**src/rtl/ibr_pkg.sv**
```systemverilog
`timescale 1ns/1ps
package ibr_pkg;
  // Window word width and command-word bit positions the host depends on
  localparam int unsigned WORD_W   = 32;
  localparam int unsigned BUSY_BIT = 31;
  localparam int unsigned GO_BIT   = 25;
  localparam int unsigned DIR_BIT  = 24;

  typedef enum logic {
    ST_IDLE = 1'b0,
    ST_WAIT = 1'b1
  } ibr_state_e;
endpackage

```
**src/rtl/ibr_host_regs.sv**
```systemverilog
`timescale 1ns/1ps
module ibr_host_regs
  import ibr_pkg::*;
#(
  parameter int unsigned ADDR_W = 16
) (
  input  logic              clk,
  input  logic              rst_ni,
  input  logic              wr_en,
  input  logic              wr_sel,
  input  logic [WORD_W-1:0] wr_data,
  input  logic              busy,
  input  logic              cap_en,
  input  logic [WORD_W-1:0] cap_data,
  output logic [WORD_W-1:0] data_q,
  output logic [ADDR_W-1:0] addr_q,
  output logic              dir_q,
  output logic              go
);
  logic              data_ld;
  logic              ctrl_ld;
  logic [WORD_W-1:0] data_d;
  logic [ADDR_W-1:0] addr_d;
  logic              dir_d;
  logic              unused_wr;

  assign unused_wr = ^wr_data;

  // Host writes are locked out while a transaction is outstanding
  always_comb begin
    data_ld = wr_en && !wr_sel && !busy;
    ctrl_ld = wr_en &&  wr_sel && !busy;
    go      = ctrl_ld && wr_data[GO_BIT];
    data_d  = data_q;
    if (data_ld)     data_d = wr_data;
    else if (cap_en) data_d = cap_data;
    addr_d = addr_q;
    dir_d  = dir_q;
    if (ctrl_ld) begin
      addr_d = wr_data[ADDR_W-1:0];
      dir_d  = wr_data[DIR_BIT];
    end
  end

  always_ff @(posedge clk or negedge rst_ni) begin
    if (!rst_ni) begin
      data_q <= '0;
      addr_q <= '0;
      dir_q  <= 1'b0;
    end else begin
      if (data_ld || cap_en) data_q <= data_d;
      if (ctrl_ld) begin
        addr_q <= addr_d;
        dir_q  <= dir_d;
      end
    end
  end


  busy_lock_chk: assert property (@(posedge clk) disable iff (!rst_ni)
    (busy && !cap_en) |=> ($stable(data_q) && $stable(addr_q) && $stable(dir_q)));


  read_capture_chk: assert property (@(posedge clk) disable iff (!rst_ni)
    cap_en |=> (data_q == $past(cap_data)));
endmodule

```
**src/rtl/ibr_txn_fsm.sv**
```systemverilog
`timescale 1ns/1ps
module ibr_txn_fsm
  import ibr_pkg::*;
(
  input  logic clk,
  input  logic rst_ni,
  input  logic go,
  input  logic ack,
  input  logic dir_q,
  output logic busy,
  output logic req,
  output logic cap_en
);
  ibr_state_e st_q;
  ibr_state_e st_d;

  always_comb begin
    st_d = st_q;
    case (st_q)
      ST_IDLE: if (go)  st_d = ST_WAIT;
      ST_WAIT: if (ack) st_d = ST_IDLE;
      default:          st_d = ST_IDLE;
    endcase
  end

  always_ff @(posedge clk or negedge rst_ni) begin
    if (!rst_ni) st_q <= ST_IDLE;
    else         st_q <= st_d;
  end

  assign busy   = (st_q == ST_WAIT);
  assign req    = busy;
  assign cap_en = busy && ack && !dir_q;


  start_busy_chk: assert property (@(posedge clk) disable iff (!rst_ni)
    (!busy && go) |=> busy);


  ack_release_chk: assert property (@(posedge clk) disable iff (!rst_ni)
    (busy && ack) |=> !busy);


  idle_hold_chk: assert property (@(posedge clk) disable iff (!rst_ni)
    (!busy && !go) |=> !busy);
endmodule

```
**src/rtl/ibr_rd_mux.sv**
```systemverilog
`timescale 1ns/1ps
module ibr_rd_mux
  import ibr_pkg::*;
#(
  parameter int unsigned ADDR_W = 16
) (
  input  logic              sel,
  input  logic [WORD_W-1:0] data_q,
  input  logic [ADDR_W-1:0] addr_q,
  input  logic              dir_q,
  input  logic              busy,
  output logic [WORD_W-1:0] rdata
);
  logic [WORD_W-1:0] ctrl_word;

  // Start bit is never stored, so it always reads back as zero
  always_comb begin
    ctrl_word                = '0;
    ctrl_word[ADDR_W-1:0]    = addr_q;
    ctrl_word[DIR_BIT]       = dir_q;
    ctrl_word[BUSY_BIT]      = busy;
    rdata = sel ? ctrl_word : data_q;
  end
endmodule

```
**src/rtl/ind_reg_bridge.sv**
```systemverilog
`timescale 1ns/1ps
module ind_reg_bridge
  import ibr_pkg::*;
#(
  parameter int unsigned ADDR_W      = 16,
  parameter int unsigned SYNC_STAGES = 2
) (
  input  logic              clk,
  input  logic              rst_n,
  input  logic              host_we,
  input  logic              host_sel,
  input  logic [WORD_W-1:0] host_wdata,
  output logic [WORD_W-1:0] host_rdata,
  output logic              tgt_req,
  output logic              tgt_we,
  output logic [ADDR_W-1:0] tgt_addr,
  output logic [WORD_W-1:0] tgt_wdata,
  input  logic              tgt_ack,
  input  logic [WORD_W-1:0] tgt_rdata
);
  logic [SYNC_STAGES-1:0] rst_pipe;
  logic                   rst_ni;
  logic                   busy;
  logic                   go;
  logic                   cap_en;
  logic                   dir_q;
  logic [ADDR_W-1:0]      addr_q;
  logic [WORD_W-1:0]      data_q;

  // Asserts at once, releases after SYNC_STAGES clock edges
  always_ff @(posedge clk or negedge rst_n) begin
    if (!rst_n) rst_pipe <= '0;
    else        rst_pipe <= {rst_pipe[SYNC_STAGES-2:0], 1'b1};
  end
  assign rst_ni = rst_pipe[SYNC_STAGES-1];

  ibr_host_regs #(.ADDR_W(ADDR_W)) u_regs (
    .clk      (clk),
    .rst_ni   (rst_ni),
    .wr_en    (host_we),
    .wr_sel   (host_sel),
    .wr_data  (host_wdata),
    .busy     (busy),
    .cap_en   (cap_en),
    .cap_data (tgt_rdata),
    .data_q   (data_q),
    .addr_q   (addr_q),
    .dir_q    (dir_q),
    .go       (go)
  );

  ibr_txn_fsm u_fsm (
    .clk    (clk),
    .rst_ni (rst_ni),
    .go     (go),
    .ack    (tgt_ack),
    .dir_q  (dir_q),
    .busy   (busy),
    .req    (tgt_req),
    .cap_en (cap_en)
  );

  ibr_rd_mux #(.ADDR_W(ADDR_W)) u_mux (
    .sel    (host_sel),
    .data_q (data_q),
    .addr_q (addr_q),
    .dir_q  (dir_q),
    .busy   (busy),
    .rdata  (host_rdata)
  );

  assign tgt_we    = dir_q;
  assign tgt_addr  = addr_q;
  assign tgt_wdata = data_q;


  req_steady_chk: assert property (@(posedge clk) disable iff (!rst_ni)
    (tgt_req && !tgt_ack) |=> (tgt_req && $stable(tgt_addr) && $stable(tgt_we)
                               && $stable(tgt_wdata)));
endmodule

```
**config.mk**
```make
export PLATFORM = sky130hd
export DESIGN_NAME = ind_reg_bridge
export DESIGN_NICKNAME = d
export VERILOG_FILES = /design/src/rtl/ibr_pkg.sv /design/src/rtl/ibr_host_regs.sv /design/src/rtl/ibr_txn_fsm.sv /design/src/rtl/ibr_rd_mux.sv /design/src/rtl/ind_reg_bridge.sv
export SDC_FILE = /design/constraint.sdc
export NUM_CORES = 1
export LEC_CHECK = 0
export BUFFER_PORTS_ARGS = -buffer_cell sky130_fd_sc_hd__buf_2
export CAP_MARGIN = 40
export CELL_PAD_IN_SITES_DETAIL_PLACEMENT = 0
export CELL_PAD_IN_SITES_GLOBAL_PLACEMENT = 1
export CORE_ASPECT_RATIO = 0.7
export CORE_UTILIZATION = 34
export CTS_BUF_LIST = sky130_fd_sc_hd__clkbuf_16
export DETAILED_ROUTE_END_ITERATION = 8
export PLACE_DENSITY = 0.83
export SKIP_CTS_REPAIR_TIMING = 1
export SLEW_MARGIN = 20
export SYNTH_ARGS = -nofsm -noshare
export SYNTH_HDL_FRONTEND = slang
export SYNTH_SLANG_ARGS = --single-unit
```
**constraint.sdc**
```tcl
create_clock -name clk -period 3.7 [get_ports clk]
set_clock_uncertainty 0.2 [all_clocks]
set_input_delay 0.74 -clock clk [delete_from_list [all_inputs] [get_ports clk]]
set_output_delay 0.74 -clock clk [all_outputs]
set_load 0.01 [all_outputs]
```
# == Yosys cells after proc, flatten, opt, wreduce, memory -nomap -nowiden ==
# Cells that the tools add are included.
# W data, S select, Z words.
# word_totals
ff_bits,52
in_bits,69
# classes
mux,6
bitwise_logic,1
n_reduce_logical,13
# op_table
operator,n
$mux W32,3
$logic_and A1 B1 Y1,7
$logic_not A1 Y1,3
$mux W1,2
$pmux W1 S2,1
$reduce_and A2 Y1,1
$reduce_bool A2 Y1,1
$logic_or A1 B1 Y1,1
$not A1 Y1,1

# == Logic depth before layout (Yosys ltp) ==
# logic_depth
word_depth,5
mapped_depth,6
depth_no_buf,3

# == By module ==
# A second synthesis with hierarchy kept.
# hier_totals
cells_unflattened,187
hier_area_um2,2792.7
# by_module_without_submodules
mod,instances,cells_each,area_each_um2,seq_area_each_um2
ibr_host_regs,1,143,2367.3,1226.2
ibr_rd_mux,1,35,317.8,0.0
ibr_txn_fsm,1,6,53.8,25.0
ind_reg_bridge,1,3,53.8,50.0

# == Worst setup path before layout ==
# No wires, ideal clock.
# synth_path
kind,input to output
startpoint,input port host_sel
endpoint,output port host_rdata[10]
arrival_time_ns,1.568
t_required_ns,2.760
slack_ns,1.192
stages,3
n_path_buf,2
path_cell_list,buf_6 > clkbuf_1 > mux2_2
# synth_via
elab_chain_cells,1
# synth_rtl
item,line_no,source
"start, declared",ind_reg_bridge.sv:11,"input logic host_sel,"
$mux W32,ibr_rd_mux.sv:22,rdata = sel ? ctrl_word : data_q;
"end, declared",ind_reg_bridge.sv:13,"output logic [WORD_W-1:0] host_rdata,"
# No other way between the ends.

# == Worst setup path after layout ==
# layout_path
startpoint,input port host_sel
endpoint,output port host_rdata[8]
# Same word-level chain as after synthesis.

==> flow_summary.yaml <==
run_status:
  status: "finished clean"
timing:
  tns_ns: 0
  setup_violations: 0
  hold_viol_final: 0
  final.min_clock_period_ns: 2.76
  period_share_pct: 74.7
  maxSlewHeadroom_pct: 54.5
  rsz0062_at_grt: "false"
  fmax_mhz: 362
  worstMarginPinSlew_ns: 0.682
  slew_viol_final: 0
pwr:
  p_leak_nw: 1.64
  fin_total_pwr_mw: 1.75
  power_density_mw_per_mm2: 510
  ir_drop_mv: 0.200
finish:
  layout-drive-gt1-share_pct: 58.1
  final_cells: 435
  num_antenna_cells: 0
  area_delta_synth_final_pct: 39.8
  nets: 409
  final_area_sq_mm: 0.00343
clock_network:
  cts_root_buffer: "clkbuf_16"
  cts_tree: "done"
  cts_buffers: 5
  path_clk_slew_ns: 0.06
  clk_path_buf_depth: 2
  clock_latency_ns: 0.28
  cts_num_sinks: 52
  cts-htree-levels: 2
worst_setup_path:
  critPathSlowestCell: "buf_2"
  r2r_setup_slack_ns: 1.72
  cpLargestDelayFamily: "buffers and inverters"
  crit_path_start_kind: "input pin"
  critPathKind: "in2out"
  path_buf_inv: 2
  cpMostUsedCell: "buf_2"
  crit_start: "host_sel"
  max_stage_delay_ns: 0.53
  crit_arrival_ns: 1.82
  end_kind: "primary output"
  regToRegStartpoint: "u_regs.dir_q"
  crit_chain: "buf_2, mux2_2, buf_2"
  worstPathRequired_ns: 2.76
  cp_max_fo: 29
placement:
  post-place-cells: 427
  place.gp.congestion: 0.685
  place_hpwl_microns: 4550
  io_buffers: 150
  dpl_cell_area_sq_mm: 0.00330
global_route:
  grt_usage_pct: 17.1
  grt.overflow.total: 0
  grtUsageMet1_pct: 23.8
  first_global_vias: 1937
  grt_max_degree: 31
  antenna_found_initial: 0
  grtUsageMet2_pct: 27.4
  grt_pass1_wl_microns: 10100
  busiest_layer: "met2"
  grt_util_met3_pct: 4.20
die:
  die_area_sq_mm: 0.00758
  die_x_microns: 104
  die_h_microns: 73.1
  pin_count: 151
  fp.coreArea_sq_mm: 0.00688
  rows: 25
  start_util_pct: 35.7
drt:
  drtIter0Drc: 50
  routed_wl_microns: 6400
  wire_per_inst_microns: 14.7
  vias: 2077
  ant_nets: 0
  drt_pass1_iterations: 4
  avgViaCountPerCell: 4.77
  drc_errors: 0
synth:
  yosys_warnings: 0
  ys_seq_area_share_pct: 53.0
  async_reset_ff_share_pct: 100
  synth_edf_count: 0
  synthFlopType: "dfrtp_1"
  synth.avg_cell_area_sq_um: 12.8
  synth_cells: 192
  synth_nets: 261
  yosysUniqueCellTypes: 19
  syn_area_sq_mm: 0.00246
  yosys_register_bits: 52
job:
  max-cap-violations: 0
worst_hold_path:
  hold_path_class: "in2async"
==> registers in the layout, summed over array words and instances (netlist names) <==
register       count
u_regs.dir_q       1
u_regs.addr_q     16
u_regs.data_q     32
u_fsm.busy         1
rst_pipe           2
==> power by group <==
group	leakage [nW]	switching (mW)	internal (mW)	total, mW
Clock	0.0738	0.189	0.244	0.432
Sequential	0.588	0.0885	0.683	0.771
Combinational	0.975	0.255	0.291	0.546
Total	1.64	0.532	1.22	1.75
==> routing by layer <==
layer	up-vias	part of all wire (%)	routed length [microns]
met5	-	0	0
met4	0	0.56	36
met3	5	5.5	349
met2	76	46	2950
met1	999	48	3060
li1	997	-	-
==> placed cells by master (no fill, tap or decap), types with 4 or more instances in the layout <==
cell type,n
buf_2,150
dfrtp_1,51
mux2_2,35
o22a_1,27
o21a_1,27
nor2b_1,14
mux2i_1,5
nor2_1,5
a21oi_1,5
clkbuf_16,5
inv_1,4
buf_4,4
==> kinds of logic (layout without fill, tap and decap cells) <==
family	after synthesis	in the layout	synth area share [%]
AOI/OAI and AO/OA	60	60	19.1
buffers and inverters	16	165	3.82
DFF	52	52	53.0
muxes	40	40	18.1
other	1	1	0.153
and+or+nand+nor	23	23	5.86
==> worst register-to-register path, cell delays in order (launching register included) <==
cell and delay [ns]:
dfrtp_1 0.41, nand3b_1 0.48, buf_4 0.43, o22a_1 0.25, o21a_1 0.11
==> path summary, 6_finish.rpt <==
check,depth (start not counted),end
max,3,host_rdata[8]
min in group clk,0,rst_pipe[1]
min reg2reg,0,u_regs.data_q[21]
min,1,rst_pipe[1]
max reg2reg,4,u_regs.data_q[23]
max in group asynchronous,1,u_regs.data_q[2]
==> through the flow <==
stage | setup WS (ns) | hold WS (ns) | utilization [%]
floorplan | 1.19 | 0.131 | -
global placement | 0.904 | 0.138 | 47.5
detailed placement | 0.877 | 0.132 | 47.9
CTS | 0.927 | 0.0241 | 49.9
global route | 0.854 | 0.0180 | 49.9
finish | 0.938 | 0.0323 | 49.9
==> synthesized netlist by cell type (2+ instances only) <==
cell type | count | area share [%]
a21oi_1 | 5 | 1.0
buf_2 | 3 | 0.61
buf_4 | 2 | 0.61
buf_6 | 3 | 1.4
clkbuf_1 | 6 | 0.92
dfrtp_1 | 52 | 53
inv_1 | 2 | 0.31
mux2_2 | 35 | 16
mux2i_1 | 5 | 2.0
nor2_1 | 5 | 0.76
nor2b_1 | 14 | 3.6
o21a_1 | 27 | 8.2
o22a_1 | 27 | 9.6
==> cell type report <==
| cell class | count | area, sq um |
|---|---|---|
| clock buffers | 5 | 125 |
| inverters | 2 | 7.51 |
| repair buffers | 155 | 808 |
| fillers | 666 | 3450 |
| flip-flops and latches | 52 | 1300 |
| clock inverters | 3 | 11.3 |
| multi-input cells | 124 | 1060 |
| well taps | 94 | 118 |
No activity file was read; power rests on OpenSTA's default activity.
